===== src/rtl/adc_pack_pkg.sv =====
package adc_pack_pkg;

  typedef enum logic [1:0] {
    TAIL_ZERO = 2'b00,
    TAIL_PRN  = 2'b01,
    TAIL_CTRL = 2'b10,
    TAIL_RSVD = 2'b11
  } tail_mode_e;

endpackage


===== src/rtl/packer_lfsr.sv =====
module packer_lfsr #(
  parameter int W   = 9,
  parameter int TAP = 5
) (
  input  logic         clk,
  input  logic         rst,
  input  logic         step,
  output logic [W-1:0] state
);

  // Fibonacci form: top bit XOR tap bit enters at bit 0
  always_ff @(posedge clk) begin
    if (rst) begin
      state <= '1;
    end else if (step) begin
      state <= {state[W-2:0], state[W-1] ^ state[TAP-1]};
    end
  end

endmodule


===== src/rtl/packer_seq.sv =====
module packer_seq #(
  parameter int NUM_CONV = 2,
  parameter int IDX_W    = 2
) (
  input  logic             clk,
  input  logic             rst,
  input  logic             in_valid,
  output logic             accept,
  output logic             active,
  output logic             last,
  output logic [IDX_W-1:0] idx
);

  localparam logic [IDX_W-1:0] LAST_IDX = IDX_W'(2 * NUM_CONV - 1);

  assign last   = active && (idx == LAST_IDX);
  assign accept = in_valid && (!active || last);

  always_ff @(posedge clk) begin
    if (rst) begin
      active <= 1'b0;
      idx    <= '0;
    end else if (accept) begin
      active <= 1'b1;
      idx    <= '0;
    end else if (last) begin
      active <= 1'b0;
      idx    <= '0;
    end else if (active) begin
      idx <= idx + 1'b1;
    end
  end

endmodule


===== src/rtl/packer_word.sv =====
module packer_word
  import adc_pack_pkg::*;
#(
  parameter int NUM_CONV = 2,
  parameter int SAMPLE_W = 14,
  parameter int OCTET_W  = 8,
  parameter int CONV_W   = 1,
  parameter int PRN_W    = 9
) (
  input  logic [NUM_CONV-1:0][SAMPLE_W-1:0] smp,
  input  logic [NUM_CONV-1:0]               ovr,
  input  logic [NUM_CONV-1:0]               fdet,
  input  logic                              sysref,
  input  tail_mode_e                        mode,
  input  logic                              low_sel,
  input  logic [CONV_W-1:0]                 conv,
  input  logic [PRN_W-1:0]                  prn,
  output logic [2*OCTET_W-1:0]              word
);

  localparam int TAIL_W = 2 * OCTET_W - SAMPLE_W;

  logic [TAIL_W-1:0] tail;
  logic              low_flag;

  always_comb begin
    low_flag = low_sel ? sysref : fdet[conv];
    case (mode)
      TAIL_PRN:  tail = prn[TAIL_W-1:0];
      TAIL_CTRL: tail = TAIL_W'({ovr[conv], low_flag});
      default:   tail = '0;
    endcase
    word = {smp[conv], tail};
  end

endmodule


===== src/rtl/adc_octet_packer.sv =====
module adc_octet_packer
  import adc_pack_pkg::*;
#(
  parameter int NUM_CONV = 2,
  parameter int SAMPLE_W = 14,
  parameter int OCTET_W  = 8,
  parameter int PRN_W    = 9,
  parameter int PRN_TAP  = 5
) (
  input  logic                         clk,
  input  logic                         rst,
  input  logic                         in_valid,
  input  logic [NUM_CONV*SAMPLE_W-1:0] in_samples,
  input  logic [NUM_CONV-1:0]          in_overrange,
  input  logic [NUM_CONV-1:0]          in_fast_detect,
  input  logic                         in_sysref_seen,
  input  logic [1:0]                   tail_mode,
  input  logic                         ctrl_low_sel,
  output logic                         out_valid,
  output logic                         out_frame_start,
  output logic [OCTET_W-1:0]           out_octet
);

  localparam int CONV_W = (NUM_CONV > 1) ? $clog2(NUM_CONV) : 1;
  localparam int IDX_W  = CONV_W + 1;
  localparam int WORD_W = 2 * OCTET_W;

  logic             accept, active, last;
  logic [IDX_W-1:0] idx;

  packer_seq #(.NUM_CONV(NUM_CONV), .IDX_W(IDX_W)) u_seq (
    .clk(clk), .rst(rst), .in_valid(in_valid),
    .accept(accept), .active(active), .last(last), .idx(idx)
  );

  // Frame capture, one slice per converter
  logic [NUM_CONV-1:0][SAMPLE_W-1:0] frm_smp;
  logic [NUM_CONV-1:0]               frm_ovr;
  logic [NUM_CONV-1:0]               frm_fdet;

  for (genvar n = 0; n < NUM_CONV; n++) begin : g_conv
    always_ff @(posedge clk) begin
      if (rst) begin
        frm_smp[n]  <= '0;
        frm_ovr[n]  <= 1'b0;
        frm_fdet[n] <= 1'b0;
      end else if (accept) begin
        frm_smp[n]  <= in_samples[n*SAMPLE_W +: SAMPLE_W];
        frm_ovr[n]  <= in_overrange[n];
        frm_fdet[n] <= in_fast_detect[n];
      end
    end
  end

  logic       frm_sysref;
  logic       frm_low_sel;
  tail_mode_e frm_mode;

  always_ff @(posedge clk) begin
    if (rst) begin
      frm_sysref  <= 1'b0;
      frm_low_sel <= 1'b0;
      frm_mode    <= TAIL_ZERO;
    end else if (accept) begin
      frm_sysref  <= in_sysref_seen;
      frm_low_sel <= ctrl_low_sel;
      frm_mode    <= tail_mode_e'(tail_mode);
    end
  end

  // Pseudorandom tail source steps at the end of each word
  logic [PRN_W-1:0] prn;

  packer_lfsr #(.W(PRN_W), .TAP(PRN_TAP)) u_prn (
    .clk(clk), .rst(rst), .step(active && idx[0]), .state(prn)
  );

  logic [WORD_W-1:0] word;

  packer_word #(
    .NUM_CONV(NUM_CONV), .SAMPLE_W(SAMPLE_W), .OCTET_W(OCTET_W),
    .CONV_W(CONV_W), .PRN_W(PRN_W)
  ) u_word (
    .smp(frm_smp), .ovr(frm_ovr), .fdet(frm_fdet), .sysref(frm_sysref),
    .mode(frm_mode), .low_sel(frm_low_sel), .conv(idx[IDX_W-1:1]),
    .prn(prn), .word(word)
  );

  always_ff @(posedge clk) begin
    if (rst) begin
      out_valid       <= 1'b0;
      out_frame_start <= 1'b0;
      out_octet       <= '0;
    end else begin
      out_valid       <= active;
      out_frame_start <= active && (idx == '0);
      if (!active) begin
        out_octet <= '0;
      end else if (idx[0]) begin
        out_octet <= word[OCTET_W-1:0];
      end else begin
        out_octet <= word[WORD_W-1:OCTET_W];
      end
    end
  end

endmodule


===== config.mk =====
export PLATFORM = sky130hd
export DESIGN_NAME = adc_octet_packer
export DESIGN_NICKNAME = d
export VERILOG_FILES = /design/src/rtl/adc_pack_pkg.sv /design/src/rtl/packer_lfsr.sv /design/src/rtl/packer_seq.sv /design/src/rtl/packer_word.sv /design/src/rtl/adc_octet_packer.sv
export SDC_FILE = /design/constraint.sdc
export NUM_CORES = 1
export LEC_CHECK = 0
export BUFFER_PORTS_ARGS = -buffer_cell sky130_fd_sc_hd__buf_4
export CAP_MARGIN = 20
export CORE_MARGIN = 2
export CORE_UTILIZATION = 54
export DETAILED_ROUTE_END_ITERATION = 8
export PLACE_DENSITY = 0.78
export SLEW_MARGIN = 20
export SYNTH_ARGS = -nofsm -noshare
export SYNTH_HDL_FRONTEND = slang
export SYNTH_SLANG_ARGS = --single-unit

===== constraint.sdc =====
create_clock -name clk -period 1.5 [get_ports clk]
set_clock_uncertainty 0.05 [all_clocks]
set_input_delay 0.15 -clock clk [delete_from_list [all_inputs] [get_ports clk]]
set_output_delay 0.15 -clock clk [all_outputs]
set_load 0.03 [all_outputs]

# Yosys cells after proc, flatten, opt, wreduce, memory -nomap -nowiden
# Index checks and enable logic that the tools add are counted.
# totals
regBits	58
in_bits	39
output_inout_bits	10
# classes
n_addsub	1
order_cmp	1
n_eq_ne	3
mux	11
n_bitwise	2
n_reduce_logical	10
# ops
operator	count
14-bit two-way mux	2
8-bit two-way mux	1
1-bit two-way mux	7
2-bit equality test (second input constant)	2
1-bit logical AND	4
2-bit one-hot mux with 2 select lines	1
3-bit OR reduction	1
2-bit by 1-bit adder with 2-bit output (second input constant)	1
2-bit by 1-bit equality test with 1-bit output (second input constant)	1
2-bit logical NOT	1
1-bit by 2-bit < comparator with 1-bit output (second input constant)	1
2-bit nonzero test	1
2-bit OR reduction	1
1-bit logical NOT	1
1-bit logical OR	1
1-bit NOT	1
1-bit bitwise XOR	1

# Longest topological paths before layout
# Gate-level depths: netlist (run 1).
# logic_depth
word_depth	5
ltp_mapped	6
mapped_depth_nobuf	5

# Hierarchy
# A second synthesis (run 1) with hierarchy kept.
# hier_totals
hier_cells	220
area_unflattened_um2	2404.8
# by_module_without_submodules
module	n_inst	cells_per_inst	area_per_inst_um2	seq_area_each_um2
adc_octet_packer	1	148	1656.6	920.9
packer_lfsr	1	30	330.3	180.2
packer_word	1	28	276.5	0.0
packer_seq	1	14	141.4	60.1

# Worst setup path before layout (run 1)
# OpenSTA, ideal clock, no wires.
# synth_path
path_kind	register -> register
start	reg u_seq.idx[0]
end	reg frm_ovr[0]
setup_ps	140
t_arrival_ps	1160
required_time_ps	1310
setup_slack_ps	150
path_stages_with_launch	7
path_buffers	2
synth_period_minus_slack_ps	1350
cell_sequence	dfxtp_1 -> ha_1 -> and2b_1 -> buf_6 -> buf_6 -> o21ai_2 -> a21oi_2
# synth_via
elab_chain_cells	4
# synth_lines
element	line	source
start, declared	packer_seq.sv:11	output logic [IDX_W-1:0] idx
start signal, assigned	packer_seq.sv:30	idx <= idx + 1'b1;
2-bit equality test	packer_seq.sv:16	assign last = active && (idx == LAST_IDX);
1-bit logical AND	packer_seq.sv:16	
1-bit logical OR	packer_seq.sv:17	assign accept = in_valid && (!active || last);
1-bit logical AND	packer_seq.sv:17	
end signal, assigned by index	adc_octet_packer.sv:49	frm_ovr[n] <= in_overrange[n];
end, declared	adc_octet_packer.sv:38	logic [NUM_CONV-1:0] frm_ovr;
# No other way between the ends.
# A chain may end at the register's enable or synchronous reset.

# Worst setup path after layout (run 1)
# layout_path
start	reg u_seq.idx[0]
end	reg frm_smp[16] in the netlist's numbering
# layout_via
elab_chain_cells	4
# layout_lines
element	line	source
2-bit equality test	packer_seq.sv:16	
1-bit logical AND	packer_seq.sv:16	
1-bit logical OR	packer_seq.sv:17	
1-bit logical AND	packer_seq.sv:17	
end signal, assigned by index	adc_octet_packer.sv:48	frm_smp[n] <= in_samples[n*SAMPLE_W +: SAMPLE_W];
end, declared	adc_octet_packer.sv:37	logic [NUM_CONV-1:0][SAMPLE_W-1:0] frm_smp;
# No other way between the ends.

==> results.json, run 1 <==
{
  "status": "finished clean",
  "tightest_slew_ns": 0.460,
  "powerDensity_nw_per_um2": 1090,
  "pin_count": 49,
  "ir_drop_mv": 0.546,
  "cts_inserted_buffers": 9,
  "finalCriticalPeriod_ns": 1.43,
  "synth-simple-area-share_pct": 13.0,
  "crit_end": "frm_smp[16]",
  "ys.flop_type": "dfxtp_1",
  "arrival_ns": 1.58,
  "cts_tree": "done",
  "reg2reg_to": "frm_smp[16]",
  "crit_cells": 5,
  "chipWidth_um": 72.8,
  "fin_crit_sh_pct": 95.3,
  "path_class": "reg2reg",
  "grt_usage_pct": 22.9,
  "nFillCells": 386,
  "core_area_um2": 4630,
  "setup_viol": 0,
  "gp_congestion": 0.757,
  "synthXorXnorAreaFrac_pct": 0.343,
  "holdCritPathClass": "in2reg",
  "n_antenna_cell": 0,
  "grt_pass1_wl_um": 9180,
  "clk_latency_ns": 0.33,
  "cap_violations": 0,
  "r2r-start": "u_seq.idx[0]",
  "start_util_pct": 55.1,
  "setup-tns-final_ns": 0,
  "wl_per_cell_um": 15.3,
  "dieArea_um2": 5290,
  "required_ns": 1.65,
  "post_cts.repair.setup_buffers": 0,
  "slowest_delay_ns": 0.37,
  "synth_fa_ha_area_share_pct": 1.96,
  "synth_compound_area_share_pct": 25.5,
  "synth-seq-cells": 58,
  "dr_total_vias": 2053,
  "clockBufferDepth": 2,
  "synth.top_cell.area_share_pct": 45.5,
  "synth.top_cells.by_area": "dfxtp_1 45%, nand3_1 7.1%, a21oi_2 6.9%",
  "portBuffers": 48,
  "finalHoldViolations": 0,
  "syn_inst": 255,
  "reg2regPathDepth": 5,
  "synth_cell_type_count": 34,
  "rsz0062_at_grt": "false",
  "finalNetCount": 346,
  "drv_slew": 0,
  "dp_hpwl_um": 3690,
  "hold_ws_ns": 0.0233,
  "synth_edf_count": 0,
  "cts.sinks": 58,
  "yosysWarnings": 0,
  "dr.pass1.iters": 4,
  "antenna_found_initial": 0,
  "rrSetupSlack_ns": 0.07,
  "worstPathMaxFanout": 18,
  "grt_overflow": 0,
  "rows": 25,
  "synth_top_family_by_area": "compound AO/OA/AOI/OAI gates",
  "cts_hold_repair.buffers": 0,
  "cts_max_level": 3,
  "fmax_mhz": 700,
  "startpoint": "u_seq.idx[0]",
  "end_kind": "register",
  "drtIter0Drc": 171,
  "grt_pass1_vias": 1878,
  "syn_avg_cell_area_um2": 10.0,
  "yosys.area.top_type": "dfxtp_1",
  "path_buf_inv": 1,
  "synthArstFlopShare_pct": 0,
  "drive_gt1_share_pct": 42.9,
  "mostFrequentLayoutCells": "57 x buf_4, 56 x dfxtp_1, 36 x nand3_1, 20 x o21ai_2, 20 x a21oi_2",
  "final_common_cell": "buf_4",
  "seq_area_frac_synth_pct": 45.5,
  "routed_wl_um": 5550,
  "leakagePower_uw": 0.00124,
  "relSlewSlack_pct": 69.3,
  "syn_area_um2": 2550,
  "die_height_um": 72.8,
  "critical-path-top-delay-family": "flip-flops",
  "p_total_uw": 3460,
  "post-route-drc-count": 0,
  "ant_nets": 0,
  "crit_path_start_kind": "register",
  "vias_per_cell": 5.67,
  "synthMuxAreaShare_pct": 6.96,
  "grt_max_degree": 39,
  "synth_nets": 298,
  "areaGrowthSynthToFinish_pct": 24.8,
  "critPathSlowestCell": "dfxtp_2",
  "clockRootBuffer": "clkbuf_8",
  "path_clk_slew_ns": 0.06,
  "crit_chain": "ha_1, and2b_2, buf_12, o21ai_1, a21oi_1"
}
how the worst min path moves through the flow:
stage / from / end / cells after the start
final: tail_mode[0] / frm_mode[0] / 3
after global routing: tail_mode[1] / frm_mode[1] / 3
after CTS: tail_mode[0] / frm_mode[0] / 3
after detailed placement: tail_mode[0] / frm_mode[0] / 3
after global placement: in_sysref_seen / frm_sysref / 3
after floorplan: in_fast_detect[1] / frm_fdet[1] / 2
cell families (layout without fill, tap and decap cells):
kind of cell	after synthesis	in the layout
DFF	58	58
and+or+nand+nor	62	62
buffers and inverters	31	84
xor gates and xnor gates	1	1
muxes	10	10
AOI/OAI and AO/OA	89	89
adders and majority gates	4	4
layer usage:
layer / GRT usage (%) / wire length, um
met1: 31.5 / 2540
met2: 33.6 / 2620
met3: 5.66 / 291
met4: 10.9 / 98
met5: 0 / 0
state kept, by name, summed over array words and instances (netlist names), 2 cells and up:
signal       cells
frm_smp         28
u_prn.state      9
out_octet        8
frm_fdet         2
frm_mode         2
frm_ovr          2
u_seq.idx        2
synth_stat cells, drive strengths merged, types with 2 or more instances:
cell / number
dfxtp: 58
a21oi: 38
nand3: 36
o21ai: 36
buf: 18
a211o: 9
and3: 8
and2: 7
inv: 7
clkbuf: 6
mux4: 6
ha: 4
nor2: 4
mux2: 2
mux2i: 2
nand2: 2
nand2b: 2
o32ai: 2
power breakdown:
part / switching (uW) / internal [uW]
Combinational: 246 / 231
Sequential: 49.3 / 1620
Clock: 583 / 730
Total: 878 / 2580
through the flow:
stage,setup WS [ns],instance area (um^2),instances,utilization (%)
final,0.0710,3190,362,68.8
after global routing,0.00127,3190,362,68.8
after CTS,0.00210,3170,362,68.4
after detailed placement,0.0207,2980,346,64.4
after global placement,0.0788,2980,346,64.4
after floorplan,0.150,2550,255,-
worst min-delay path: stages:
cell     delay [ns]
buf_4          0.11
nand3_1        0.05
a21oi_1        0.05
what timing repair did:
action	4_1_cts	5_1_grt
resized for setup	0	6
setup endpoints to repair	0	37
hold endpoints to repair	0	0
area by class of cell:
class	instances	area [um^2]	area share, %
Clock inverter	2	10.0	0.314
Clock buffer	14	173	5.42
Inverter	7	26.3	0.825
Tap cell	54	67.6	2.12
Multi-Input combinational cell	166	1240	38.8
Sequential cell	58	1160	36.5
Timing Repair Buffer	61	508	15.9
(Power assumes the default switching activity.)
==> run 2: changes to the inputs <==
CORE_ASPECT_RATIO = 0.8   (was default)
==> run 2 against run 1 <==
Effect of this change: cell count increased by 1.7%; sequential share of layout area about the same; register-to-register slack is essentially flat; global-route usage is 0.76 points higher; via count decreased by 0.19%; count of clock-buffer cells in the layout did not move; largest cell class unchanged; highest routed layer unchanged.
==> results.json, run 2 (synthesis results as in run 1) <==
{
  "status": "finished clean",
  "cts_max_level": 3,
  "layout_setup_ws_ns": 0.0669,
  "seq_area_um2": 1160,
  "dp_hpwl_um": 3800,
  "largestRegisters": "frm_smp (28), u_prn.state (9), out_octet (8)",
  "vias_per_cell": 5.57,
  "tightest_slew_ns": 0.281,
  "portBuffers": 48,
  "chipWidth_um": 80.9,
  "setup_viol": 0,
  "finalCriticalPeriod_ns": 1.43,
  "leakagePower_uw": 0.00123,
  "finalHoldViolations": 0,
  "grt_usage_pct": 23.6,
  "core_area_um2": 4570,
  "post-route-drc-count": 0,
  "p_total_uw": 3440,
  "path_class": "reg2reg",
  "worstPathMaxFanout": 20,
  "gp_congestion": 0.769,
  "finalNetCount": 346,
  "fmax_mhz": 698,
  "fin_crit_sh_pct": 95.5,
  "required_ns": 1.67,
  "drv_slew": 0,
  "largest_register_ffs": 28,
  "pin_count": 49,
  "grt_pass1_wl_um": 9150,
  "drive_gt1_share_pct": 41.9,
  "grt_pass1_vias": 1880,
  "routed_wl_um": 5570,
  "powerDensity_nw_per_um2": 1080,
  "areaGrowthSynthToFinish_pct": 24.5,
  "end_kind": "register",
  "setup-tns-final_ns": 0,
  "clockRootBuffer": "clkbuf_8",
  "holdCritPathClass": "in2reg",
  "n_antenna_cell": 0,
  "rows": 22,
  "die_height_um": 65.5,
  "grt_max_degree": 38,
  "drtIter0Drc": 146,
  "cts_inserted_buffers": 9,
  "top_register": "frm_smp",
  "instances_no_fill": 368,
  "cts_tree": "done",
  "ant_nets": 0,
  "clk_latency_ns": 0.34,
  "rsz0062_at_grt": "false",
  "start_util_pct": 55.9,
  "dieArea_um2": 5300,
  "clockBufferDepth": 2,
  "crit_path_start_kind": "register",
  "fin_util_pct": 69.6,
  "cts.sinks": 58,
  "pre_cts_ws_ns": 0.0103,
  "multiInputGateArea_um2": 1220,
  "grt_overflow": 0,
  "arrival_ns": 1.60,
  "antenna_found_initial": 0,
  "wl_per_cell_um": 15.1,
  "ir_drop_mv": 0.765,
  "dr.pass1.iters": 4,
  "cap_violations": 0,
  "place_inst": 352,
  "nFillCells": 379,
  "relSlewSlack_pct": 81.3,
  "mostFrequentLayoutCells": "57 x dfxtp_1, 57 x buf_4, 36 x nand3_1, 20 x o21ai_2, 20 x a21oi_2",
  "dr_total_vias": 2049,
  "path_clk_slew_ns": 0.06
}
[run 2: area by class of cell]
cell class	count	share of cell area (%)
inverter	7	0.827
clock inverter	2	0.315
clock buffer	14	5.43
tap	60	2.36
multi-input combinational	166	38.5
sequential	58	36.6
timing repair buffer	61	16.0
[run 2: where the power goes]
group	internal [uW]	total, uW	switching (uW)
combinational	228	474	246
clock	730	1300	571
sequential	1620	1670	49.3
total	2580	3440	866
[run 2: stage by stage]
step	instance area, um^2	hold WS [ns]
after floorplan	2550	0.248
after global placement	2990	0.367
after detailed placement	2990	0.372
after CTS	3170	0.00488
after global routing	3180	0.0146
final	3180	0.0191
[run 2: final timing paths]
kind / start / to / slack [ns] / depth (start not counted)
min reg2reg: u_prn.state[7] / u_prn.state[7] / 0.41 / 1
min: in_samples[2] / frm_smp[2] / 0.02 / 3
max reg2reg: u_seq.idx[1] / frm_smp[23] / 0.07 / 5
max: u_seq.idx[1] / frm_smp[23] / 0.07 / 5
[run 2: what timing repair did]
item / 4_1_cts / 5_1_grt
gates resized for setup: 1 / 2
hold buffers: 0 / 0
setup buffers: 0 / 0
setup endpoints to repair: 5 / 2
[run 2: routing by layer]
metal / vias to the layer above / GRT usage [%] / part of all wire (%)
met5: - / 0 / 0
met3: 5 / 9.20 / 7.2
met4: 0 / 8.90 / 1.4
li1: 1022 / - / -
met1: 953 / 32.0 / 47
met2: 69 / 34.0 / 45
[run 2: worst max-delay path, stage by stage (launching register included)]
cell and delay (ns):
dfxtp_2 0.38, ha_2 0.22, and2b_2 0.26, buf_12 0.17
o21ai_2 0.15, a21oi_2 0.08
==> run 3: changes to the inputs <==
==> constraint.sdc (replaced) <==
create_clock -name clk -period 1.5 [get_ports clk]
set_clock_uncertainty 0.05 [all_clocks]
set_input_delay 0.3 -clock clk [delete_from_list [all_inputs] [get_ports clk]]
set_output_delay 0.3 -clock clk [all_outputs]
set_load 0.03 [all_outputs]
==> run 3 against run 2 <==
Effect of this change: first-iteration DRC count is 9.6% lower; non-clock buffer count stayed put; clock power fell by 9%; critical endpoint is now out_octet[0]; setup slack lost 0.00096 ns; combinational power hardly changed; via count down 0.20%; routed wire length increased by 0.90%; critical path depth stayed put; count of clock-buffer cells in the layout decreased by 4; core utilization down 0.52 points; sequential power is essentially flat.
==> results.json, run 3 (synthesis results as in run 1) <==
{
  "pin_count": 49,
  "clkPwrFrac_pct": 35.4,
  "grt_usage_pct": 23.1,
  "grt_pass1_wl_um": 9080,
  "holdCritPathClass": "in2reg",
  "powerDensity_nw_per_um2": 1050,
  "ant_nets": 0,
  "start_util_pct": 55.9,
  "rows": 22,
  "cts_inserted_buffers": 9,
  "setup-tns-final_ns": 0,
  "cap_violations": 0,
  "slowest_delay_ns": 0.34,
  "mostFrequentLayoutCells": "57 x buf_4, 56 x dfxtp_1, 36 x nand3_1, 20 x o21ai_2, 20 x a21oi_2",
  "p_total_uw": 3320,
  "tightest_slew_ns": 0.267,
  "n_antenna_cell": 0,
  "dr.pass1.iters": 4,
  "post_cts.repair.setup_buffers": 0,
  "p_seq_share_pct": 50.3,
  "hold_start": "in_samples[18]",
  "whs_path_depth": 3,
  "cts_resized": 0,
  "areaGrowthSynthToFinish_pct": 23.6,
  "crit_path_start_kind": "register",
  "die_height_um": 65.5,
  "internal-power_uw": 2460,
  "clockBufferDepth": 2,
  "dp_hpwl_um": 3870,
  "fmax_mhz": 697,
  "vias_per_cell": 5.59,
  "arrival_ns": 1.58,
  "final_common_cell": "buf_4",
  "fin_crit_sh_pct": 95.6,
  "drv_slew": 0,
  "end_kind": "register",
  "rrSetupSlack_ns": 0.07,
  "drive_gt1_share_pct": 42.5,
  "clk_latency_ns": 0.33,
  "whs_endpoint": "frm_smp[18]",
  "largest_register_ffs": 28,
  "ir_drop_mv": 0.749,
  "dr_total_vias": 2045,
  "cts.sinks": 58,
  "grt_overflow": 0,
  "p_comb_share_pct": 14.3,
  "path_class": "reg2reg",
  "gp_congestion": 0.765,
  "critical-path-top-delay-family": "compound AO/OA/AOI/OAI gates",
  "reg2regPathDepth": 5,
  "post-route-drc-count": 0,
  "leakagePower_uw": 0.00122,
  "dieArea_um2": 5300,
  "top_register": "frm_smp",
  "chipWidth_um": 80.9,
  "place_area_um2": 2990,
  "worstPathMaxFanout": 3,
  "grt_pass1_vias": 1921,
  "relSlewSlack_pct": 82.2,
  "r2r-start": "frm_mode[0]",
  "core_area_um2": 4570,
  "crit_chain": "inv_1, ha_1, a32o_1, a31oi_1, o32ai_1",
  "wl_per_cell_um": 15.3,
  "routed_wl_um": 5620,
  "finalCriticalPeriod_ns": 1.43,
  "cts_max_level": 3,
  "portBuffers": 48,
  "clockRootBuffer": "clkbuf_8",
  "p_switching_uw": 860,
  "stdcell_area_um2": 3150,
  "grt_max_degree": 49,
  "startpoint": "frm_mode[0]",
  "finalHoldViolations": 0,
  "largestRegisters": "frm_smp (28), u_prn.state (9), out_octet (8)",
  "rsz0062_at_grt": "false",
  "switching_share_pct": 25.9,
  "finalNetCount": 346,
  "cts_hold_repair.buffers": 0,
  "required_ns": 1.65,
  "status": "finished clean",
  "path_buf_inv": 1,
  "cts_tree": "done",
  "reg2reg_to": "out_octet[0]",
  "antenna_found_initial": 0,
  "path_clk_slew_ns": 0.06,
  "setup_viol": 0,
  "critPathSlowestCell": "dfxtp_1",
  "drtIter0Drc": 132
}
run 3: layer usage:
layer,track usage [%],wire (um),vias up
met5,0,0,-
met4,10.6,96,0
met3,6.59,291,9
met2,34.6,2550,55
met1,30.8,2680,955
li1,-,-,1026
run 3: worst max path at each step:
| stage | endpoint | slack [ns] | depth (start not counted) |
|---|---|---|---|
| 6_report | out_octet[0] | 0.07 | 5 |
| 5_1_grt | frm_sysref | 0.005 | 5 |
| 4_1_cts | frm_sysref | 0.001 | 5 |
| 3_5_place_dp | frm_sysref | 0.009 | 5 |
| 3_3_place_gp | frm_smp[24] | 0.12 | 5 |
| 2_1_floorplan | frm_ovr[0] | 0.15 | 6 |
run 3: layout make-up:
| type | count | area, um^2 |
|---|---|---|
| fill | 377 | 1420 |
| sequential | 58 | 1160 |
| clock inverter | 4 | 20.0 |
| clock buffer | 10 | 138 |
| timing repair buffer | 61 | 508 |
| multi-input combinational | 166 | 1220 |
| tap | 60 | 75.1 |
| inverter | 7 | 26.3 |
run 3: stage by stage:
step	instances	hold WS [ns]	utilization, %	setup slack [ns]
CTS	366	0.154	68.9	0.00150
floorplan	255	0.377	-	0.150
finish	366	0.177	69.0	0.0659
global placement	352	0.387	65.4	0.121
global route	366	0.166	69.0	0.00517
detailed placement	352	0.394	65.4	0.00893
run 3: worst min-delay path, stage by stage:
cell,delay (ns)
buf_4,0.11
nand3_1,0.05
a21oi_1,0.05
run 3: power by group through the flow:
stage,logic [uW],clock network [uW],registers (uW)
5_1_grt,517,1250,1670
6_report,476,1180,1670
3_5_place_dp,474,0,1700
2_1_floorplan,299,0,1700
3_3_place_gp,466,0,1700
4_1_cts,475,1210,1670
